$ cat src/rtl/boot_sec_pkg.sv
package boot_sec_pkg;

  typedef enum logic [1:0] {
    SEC_CHECKING = 2'd0,
    SEC_FAILED   = 2'd2,
    SEC_PASSED   = 2'd3
  } sec_state_e;

  localparam logic [7:0] END_READBACK = 8'hFF;

endpackage

$ cat src/rtl/boot_sec_endreg.sv
module boot_sec_endreg #(
  parameter int ADDR_W = 21
) (
  input  logic              clk,
  input  logic              rst,
  input  logic              wr_en,
  input  logic [ADDR_W-1:0] wr_addr,
  input  logic              snp_valid,
  input  logic [ADDR_W-1:0] snp_addr,
  output logic              hit
);

  localparam logic [ADDR_W-1:0] END_RST = {ADDR_W{1'b1}};

  logic [ADDR_W-1:0] end_q;

  always_ff @(posedge clk) begin
    if (rst)        end_q <= END_RST;
    else if (wr_en) end_q <= wr_addr;
  end

  assign hit = snp_valid && (snp_addr == end_q);

  // reset loads the all-ones end address
  a_r1_end_reset: assert property (@(posedge clk) rst |=> end_q == END_RST);

endmodule

$ cat src/rtl/boot_sec_accum.sv
module boot_sec_accum #(
  parameter int              SUM_W        = 32,
  parameter logic [SUM_W-1:0] EXPECTED_SUM = '0
) (
  input  logic             clk,
  input  logic             rst,
  input  logic             clear,
  input  logic             add_en,
  input  logic [SUM_W-1:0] data,
  output logic             match
);

  logic [SUM_W-1:0] sum_q;
  logic [SUM_W-1:0] sum_inc;

  assign sum_inc = sum_q + data;
  assign match   = (sum_inc == EXPECTED_SUM);

  always_ff @(posedge clk) begin
    if (rst || clear) sum_q <= '0;
    else if (add_en)  sum_q <= sum_inc;
  end

  // a re-arm leaves an empty sum
  a_r9_sum_cleared: assert property (@(posedge clk) disable iff (rst)
    clear |=> sum_q == '0);

  // no valid read, no change to the sum
  a_r2_idle_hold: assert property (@(posedge clk) disable iff (rst)
    (!add_en && !clear) |=> $stable(sum_q));

endmodule

$ cat src/rtl/boot_sec_fsm.sv
module boot_sec_fsm
  import boot_sec_pkg::*;
(
  input  logic       clk,
  input  logic       rst,
  input  logic       snp_valid,
  input  logic       hit,
  input  logic       match,
  input  logic       wr_end,
  output sec_state_e state_q,
  output logic       add_en,
  output logic       clear,
  output logic       win_open_q
);

  sec_state_e state_d;

  always_comb begin
    state_d = state_q;
    unique case (state_q)
      SEC_CHECKING: if (hit) state_d = match ? SEC_PASSED : SEC_FAILED;
      SEC_PASSED:   if (wr_end) state_d = SEC_CHECKING;
      SEC_FAILED:   state_d = SEC_FAILED;
      default:      state_d = SEC_FAILED;
    endcase
  end

  assign add_en = snp_valid && (state_q == SEC_CHECKING);
  assign clear  = wr_end && (state_q == SEC_PASSED);

  always_ff @(posedge clk) begin
    if (rst) begin
      state_q    <= SEC_CHECKING;
      win_open_q <= 1'b0;
    end else begin
      state_q    <= state_d;
      win_open_q <= (state_d == SEC_PASSED);
    end
  end

  // reset returns to checking
  a_r1_reset_checking: assert property (@(posedge clk)
    rst |=> (state_q == SEC_CHECKING && !win_open_q));

  // the failed lock is sticky
  a_r5_fail_sticky: assert property (@(posedge clk) disable iff (rst)
    state_q == SEC_FAILED |=> state_q == SEC_FAILED);

  // end hit with a matching sum passes
  a_r3_pass_on_match: assert property (@(posedge clk) disable iff (rst)
    (state_q == SEC_CHECKING && hit && match) |=> (state_q == SEC_PASSED && win_open_q));

  // end hit with a wrong sum fails
  a_r4_fail_on_mismatch: assert property (@(posedge clk) disable iff (rst)
    (state_q == SEC_CHECKING && hit && !match) |=> state_q == SEC_FAILED);

  // a write in the passed state re-arms
  a_r9_rearm: assert property (@(posedge clk) disable iff (rst)
    (state_q == SEC_PASSED && wr_end) |=> (state_q == SEC_CHECKING && !win_open_q));

  // the gate register tracks the passed state
  a_r6_gate_tracks_state: assert property (@(posedge clk) disable iff (rst)
    win_open_q == (state_q == SEC_PASSED));

endmodule

$ cat src/rtl/boot_sec_regif.sv
module boot_sec_regif
  import boot_sec_pkg::*;
#(
  parameter int REG_W = 32,
  parameter int WIN_W = 32
) (
  input  logic             clk,
  input  logic             rst,
  input  logic             reg_sel,
  input  sec_state_e       state,
  input  logic             win_open,
  input  logic [WIN_W-1:0] win_rdata_in,
  output logic [REG_W-1:0] reg_rdata,
  output logic [WIN_W-1:0] win_rdata_out
);

  localparam logic [WIN_W-1:0] BLOCKED = {WIN_W{1'b1}};

  always_ff @(posedge clk) begin
    if (rst)          reg_rdata <= '0;
    else if (reg_sel) reg_rdata <= REG_W'(state);
    else              reg_rdata <= REG_W'(END_READBACK);
  end

  assign win_rdata_out = win_open ? win_rdata_in : BLOCKED;

endmodule

$ cat src/rtl/boot_sec_gate.sv
module boot_sec_gate
  import boot_sec_pkg::*;
#(
  parameter int               ADDR_W       = 21,
  parameter int               SUM_W        = 32,
  parameter int               REG_W        = 32,
  parameter int               WIN_W        = 32,
  parameter logic [SUM_W-1:0] EXPECTED_SUM = 32'h1234_5678
) (
  input  logic              clk,
  input  logic              rst,
  input  logic              snp_valid,
  input  logic [ADDR_W-1:0] snp_addr,
  input  logic [SUM_W-1:0]  snp_data,
  input  logic              reg_wr,
  input  logic              reg_sel,
  input  logic [REG_W-1:0]  reg_wdata,
  output logic [REG_W-1:0]  reg_rdata,
  input  logic [WIN_W-1:0]  win_rdata_in,
  output logic [WIN_W-1:0]  win_rdata_out,
  output logic              win_open
);

  sec_state_e state;
  logic       wr_end, wr_accept, hit, match, add_en, clear;
  logic       unused_wdata;

  assign wr_end       = reg_wr && !reg_sel;
  assign wr_accept    = wr_end && (state != SEC_FAILED);
  assign unused_wdata = ^reg_wdata;

  boot_sec_endreg #(.ADDR_W(ADDR_W)) endreg_i (
    .clk(clk), .rst(rst), .wr_en(wr_accept), .wr_addr(reg_wdata[ADDR_W-1:0]),
    .snp_valid(snp_valid), .snp_addr(snp_addr), .hit(hit)
  );

  boot_sec_accum #(.SUM_W(SUM_W), .EXPECTED_SUM(EXPECTED_SUM)) accum_i (
    .clk(clk), .rst(rst), .clear(clear), .add_en(add_en),
    .data(snp_data), .match(match)
  );

  boot_sec_fsm fsm_i (
    .clk(clk), .rst(rst), .snp_valid(snp_valid), .hit(hit), .match(match),
    .wr_end(wr_end), .state_q(state), .add_en(add_en), .clear(clear),
    .win_open_q(win_open)
  );

  boot_sec_regif #(.REG_W(REG_W), .WIN_W(WIN_W)) regif_i (
    .clk(clk), .rst(rst), .reg_sel(reg_sel), .state(state),
    .win_open(win_open), .win_rdata_in(win_rdata_in),
    .reg_rdata(reg_rdata), .win_rdata_out(win_rdata_out)
  );

  // a closed window never leaks peripheral data
  a_r6_blocked_ones: assert property (@(posedge clk) disable iff (rst)
    !win_open |-> win_rdata_out == {WIN_W{1'b1}});

  // writes in the failed state never reopen the window
  a_r5_no_reopen: assert property (@(posedge clk) disable iff (rst)
    (state == SEC_FAILED) |=> !win_open);

endmodule

$ cat config.mk
export PLATFORM = sky130hd
export DESIGN_NAME = boot_sec_gate
export DESIGN_NICKNAME = d
export VERILOG_FILES = /design/src/rtl/boot_sec_pkg.sv /design/src/rtl/boot_sec_endreg.sv /design/src/rtl/boot_sec_accum.sv /design/src/rtl/boot_sec_fsm.sv /design/src/rtl/boot_sec_regif.sv /design/src/rtl/boot_sec_gate.sv
export SDC_FILE = /design/constraint.sdc
export NUM_CORES = 1
export LEC_CHECK = 0
export ABC_AREA = 1
export BUFFER_PORTS_ARGS = -buffer_cell sky130_fd_sc_hd__buf_4
export CAP_MARGIN = 5
export CORE_ASPECT_RATIO = 1.5
export CORE_MARGIN = 2
export CORE_UTILIZATION = 52
export DETAILED_ROUTE_END_ITERATION = 10
export PLACE_DENSITY = 0.82
export SYNTH_ARGS = -nofsm -noshare
export SYNTH_HDL_FRONTEND = slang
export SYNTH_SLANG_ARGS = --single-unit
$ cat constraint.sdc
create_clock -name clk -period 3.2 [get_ports clk]
set_input_delay 0.48 -clock clk [delete_from_list [all_inputs] [get_ports clk]]
set_output_delay 0.48 -clock clk [all_outputs]
set_load 0.02 [all_outputs]
# Word level (Yosys, flattened, before mapping)
# Index checks and enable logic that the tools add are counted.
[op_classes]
n_addsub = 1
eq_ne = 5
mux = 6
reduce_logical = 8
[op_table]
columns = ["operator", "n"]
rows = [
  ["32-bit adder", 1],
  ["32-bit by 29-bit equality test with 1-bit output, second input constant", 1],
  ["32-bit 2-to-1 mux", 1],
  ["21-bit equality test", 1],
  ["8-bit 2-to-1 mux", 1],
  ["1-bit logical AND", 5],
  ["2-bit equality test, second input constant", 2],
  ["2-bit 2-to-1 mux", 2],
  ["2-bit case mux with 2 select lines", 1],
  ["2-bit logical NOT", 1],
  ["2-bit != test, second input constant", 1],
  ["1-bit logical NOT", 1],
  ["1-bit logical OR", 1],
  ["1-bit 2-to-1 mux", 1],
]
[word_totals]
ff_bits = 88
inputBits = 122
output_inout_bits = 65
wordCells = 25

# Logic depth before layout (Yosys ltp)
[logic_depth]
word_depth = 6
depth_mapped = 23
mapped_depth_nobuf = 22

# By module
# A second synthesis with hierarchy kept.
[hier_totals]
cells_unflattened = 1053
area_unflattened_um2 = 5760.5
[modules_own_cells]
columns = ["mod", "n_inst", "cells_each", "area_each_um2", "seq_area_each_um2"]
rows = [
  ["boot_sec_accum", 1, 722, 3847.4, 640.6],
  ["boot_sec_endreg", 1, 184, 1098.6, 420.4],
  ["boot_sec_regif", 1, 108, 585.6, 60.1],
  ["boot_sec_fsm", 1, 33, 203.9, 60.1],
  ["boot_sec_gate", 1, 6, 25.0, 0.0],
]

# Least setup slack after synthesis
# OpenSTA, ideal clock, no wires.
[synth_path]
kind = "input to register"
from = "input snp_data[0]"
to = "register fsm_i.state_q[0]"
setup_time_ns = 0.065
t_arrival_ns = 2.342
t_required_ns = 3.135
slack_ns = 0.793
cell_stages = 21
path_buffers = 0
path_cell_list = "ha_1 fa_1 nand2_1 nand3_2 nand3_1 nand2_1 nand2_1 nand2_2 nand2_1 nand2_1 nand2_1 nand2_1 nor2_1 nand2_1 nor2_1 nand3_1 nand2_1 nand2_1 nand2_1 nand2_1 nor2_1"
[synth_via]
elab_chain_len = 5
[synth_lines]
columns = ["element", "line_no", "rtl"]
rows = [
  ["start, declared", "boot_sec_gate.sv:14", "input logic [SUM_W-1:0] snp_data,"],
  ["32-bit adder", "boot_sec_accum.sv:16", "assign sum_inc = sum_q + data;"],
  ["32-bit by 29-bit equality test with 1-bit output", "boot_sec_accum.sv:17", "assign match = (sum_inc == EXPECTED_SUM);"],
  ["1-bit 2-to-1 mux", "boot_sec_fsm.sv:21", "SEC_CHECKING: if (hit) state_d = match ? SEC_PASSED : SEC_FAILED;"],
  ["2-bit 2-to-1 mux", "boot_sec_fsm.sv:21", ""],
  ["2-bit case mux with 2 select lines", "boot_sec_fsm.sv:20", "unique case (state_q)"],
  ["end signal, assigned", "boot_sec_fsm.sv:36", "state_q <= state_d;"],
  ["end, declared", "boot_sec_fsm.sv:10", "output sec_state_e state_q,"],
]
# No other way between the ends.
# A chain may end at the register's enable or synchronous reset.

# Worst setup path in the final report
[layout_path]
from = "register accum_i.sum_q[0]"
to = "register fsm_i.win_open_q"
[layout_via]
elab_chain_len = 6
[layout_lines]
columns = ["element", "line_no", "rtl"]
rows = [
  ["start, declared", "boot_sec_accum.sv:13", "logic [SUM_W-1:0] sum_q;"],
  ["start signal, assigned", "boot_sec_accum.sv:21", "else if (add_en) sum_q <= sum_inc;"],
  ["32-bit adder", "boot_sec_accum.sv:16", ""],
  ["32-bit by 29-bit equality test with 1-bit output", "boot_sec_accum.sv:17", ""],
  ["1-bit 2-to-1 mux", "boot_sec_fsm.sv:21", ""],
  ["2-bit 2-to-1 mux", "boot_sec_fsm.sv:21", ""],
  ["2-bit case mux with 2 select lines", "boot_sec_fsm.sv:20", ""],
  ["2-bit equality test", "boot_sec_fsm.sv:37", "win_open_q <= (state_d == SEC_PASSED);"],
  ["end signal, assigned", "boot_sec_fsm.sv:37", ""],
  ["end, declared", "boot_sec_fsm.sv:13", "output logic win_open_q"],
]
# No other way between the ends.

==> out/qor.yml <==
clk_latency_ps: 340
htreeDepth: 3
hold_viol: 0
startpoint: "accum_i.sum_q[0]"
path_max_fanout: 4
outcome: "completed"
ys_seq_area_share_pct: 21.1
synth_fa_ha_area_share_pct: 7.96
cp_top_family: "simple AND/OR/NAND/NOR gates"
setup_viol: 0
tightest_slew_ps: 1070
cts_tree: "done"
syn_area_mm2: 0.00560
timing.critical_path.cells: "ha_1 > fa_1 > nand2_1 > nand3_2 > nand3_1 > nand2_1 > nand2_1 > nand2_2 > nand2_1 > nand2_1 > nand2_1 > nand2_1 > nor2_1 > nand2_1 > nor2_1 > nand3_1 > nand2_1 > nand2_1 > nand2_1 > nand2_1 > nor2_1"
cts_made_buffers: 9
ys_seq_elements: 59
clkTransAtPathRegs_ps: 60
min_period_over_period_pct: 81.8
p_leak_nw: 4.39
cp.arrival_ps: 2900
cp.required_ps: 3480
powerDensity_mw_per_mm2: 424
worst_setup_path_end_kind: "register"
wl_um: 15400
hold_buffers: 0
drive_gt1_share_pct: 17.5
ir_drop_mv: 0.301
final_cell_mix: "nand2_1 (357), inv_1 (224), buf_4 (155)"
nets: 1321
track_usage_pct: 26.7
pre_cts_slack_ps: 279
finClkSkew_ps: 12.0
fmax_mhz: 382
drtIter0Drc: 248
io_pins: 187
maxCapViolations: 0
critical_path.startpoint_type: "register"
dpl.hpwl_um: 12400
synth_top_family_by_area: "simple AND/OR/NAND/NOR gates"
syn_inst: 1022
fin_tns_setup_ps: 0
grt_pass1_vias: 5508
antenna_found_initial: 0
diodes: 0
cts_resized: 0
cts_root_buf: "clkbuf_16"
rsz0062_at_grt: "no"
layout_min_cycle_time_ps: 2620
setup.worst_path.class: "reg2reg"
clock_sinks: 59
core-area_mm2: 0.0105
multi_input_area_mm2: 0.00336
vias_per_cell: 4.66
vias: 6114
dr.pass1.iters: 5
synth_compound_area_share_pct: 10.0
hold_ws_ps: 330
synth-xor-area-share_pct: 0.782
layout-area-overhead-vs-synth_pct: 25.9
grt_max_degree: 43
synthMuxAreaShare_pct: 0
critical-path-max-stage-delay_ps: 450
post_drt_wl_per_cell_um: 11.7
clockBufferDepth: 2
worst-path-buf-inv: 0
syn_avg_cell_area_um2: 5.48
critPathSlowestCell: "fa_1"
io_buffers: 151
slew_viol_final: 0
grt_first_pass_wirelength_um: 24200
gp_congestion: 0.959
ant_nets: 0
chipHeight_um: 131
placed_cell_area_mm2: 0.00675
min_from: "reg_sel"
drt_drc_violations_left: 0
post_cts_buffers: 0
rows: 46
ys_warn_count: 0
fillers: 1033
r2r_start: "accum_i.sum_q[0]"
synthDistinctLibCells: 33
hold_class: "in2reg"
worst_path_most_repeated_cell: "nand2_1"
slew_headroom_pct: 28.9
initial_utilization_pct: 53.1
final.setup.worst_slack_ps: 581
dieArea_mm2: 0.0116
synth-simple-area-share_pct: 39.5
grt-ovfl-total: 0
stdcell_area_mm2: 0.00705
dieWidth_um: 88.7
seqCellArea_mm2: 0.00118
final_common_cell: "nand2_1"
==> cell usage after synthesis (all sizes together) <==
cell | count | area [um2]
o21ai | 45 | 225
nor2 | 111 | 429
buf | 30 | 225
ha | 34 | 425
xnor2 | 3 | 26.3
clkbuf | 17 | 63.8
o211ai | 10 | 75.1
nor3 | 3 | 20.0
o21bai | 3 | 22.5
conb | 1 | 3.75
a21oi | 43 | 223
a21o | 1 | 7.51
nand2 | 374 | 1450
fa | 1 | 20.0
and3 | 1 | 6.26
dfxtp | 59 | 1180
and2 | 2 | 12.5
inv | 226 | 848
o311ai | 1 | 8.76
nand4 | 3 | 18.8
nand3 | 40 | 215
nand3b | 7 | 52.6
clkinv | 3 | 11.3
or2 | 1 | 6.26
nor4 | 1 | 6.26
xor2 | 2 | 17.5
==> per-layer routing <==
metal	GRT usage, %	wire, um	up-vias
met4	13.6	583	0
met1	29.5	5960	2631
met2	47.5	8060	163
met3	5.26	754	34
li1	-	-	3286
met5	0	0	-
==> layout make-up <==
class                      instances  share of cell area (%)
multi-input combinational        710                    47.7
sequential                        59                    16.8
timing repair buffer             155                    16.5
inverter                         229                    12.2
clock buffer                       9                    3.20
tap                              144                    2.56
clock inverter                     7                    1.08
==> sequential cells by signal (all words and copies together) (netlist names) <==
| register | flops |
|---|---|
| accum_i.sum_q | 32 |
| endreg_i.end_q | 21 |
| fsm_i.state_q | 2 |
| fsm_i.win_open_q | 1 |
| regif_i.reg_rdata | 3 |
==> worst reg2reg max path, delay by kind of cell (launching register included) <==
family        cells  cell delay [ps]
flops             1              310
simple gates     19             1570
fa+ha+maj         2              660
==> final timing paths <==
kind	endpoint	slack, ps	cells after the start
setup / recovery	fsm_i.win_open_q	580	21
hold reg to reg	accum_i.sum_q[0]	470	2
hold / removal	regif_i.reg_rdata[6]	330	2
setup reg to reg	fsm_i.win_open_q	580	21
==> power breakdown <==
part	total [mW]	internal (mW)	switching, mW
clock	0.997	0.606	0.391
combinational	1.14	0.425	0.714
sequential	0.854	0.812	0.0412
==> logic make-up (layout without fill, tap and decap cells) <==
family,Yosys count,count (layout)
AO/OA/AOI/OAI,103,103
XOR/XNOR,5,5
adder cells (fa/ha/maj),35,35
buffers and inverters,276,400
flip-flops,59,59
other,1,24
AND/OR/NAND/NOR,543,543
==> stage by stage <==
| stage | total power, mW | util (%) | std cells |
|---|---|---|---|
| after floorplan | 1.69 | - | 1045 |
| after global placement | 1.98 | 64.0 | 1297 |
| after detailed placement | 1.99 | 64.0 | 1297 |
| after CTS | 2.99 | 66.9 | 1313 |
| after global routing | 3.20 | 66.9 | 1313 |
| final | 2.99 | 66.9 | 1313 |
(Power assumes the default switching activity.)
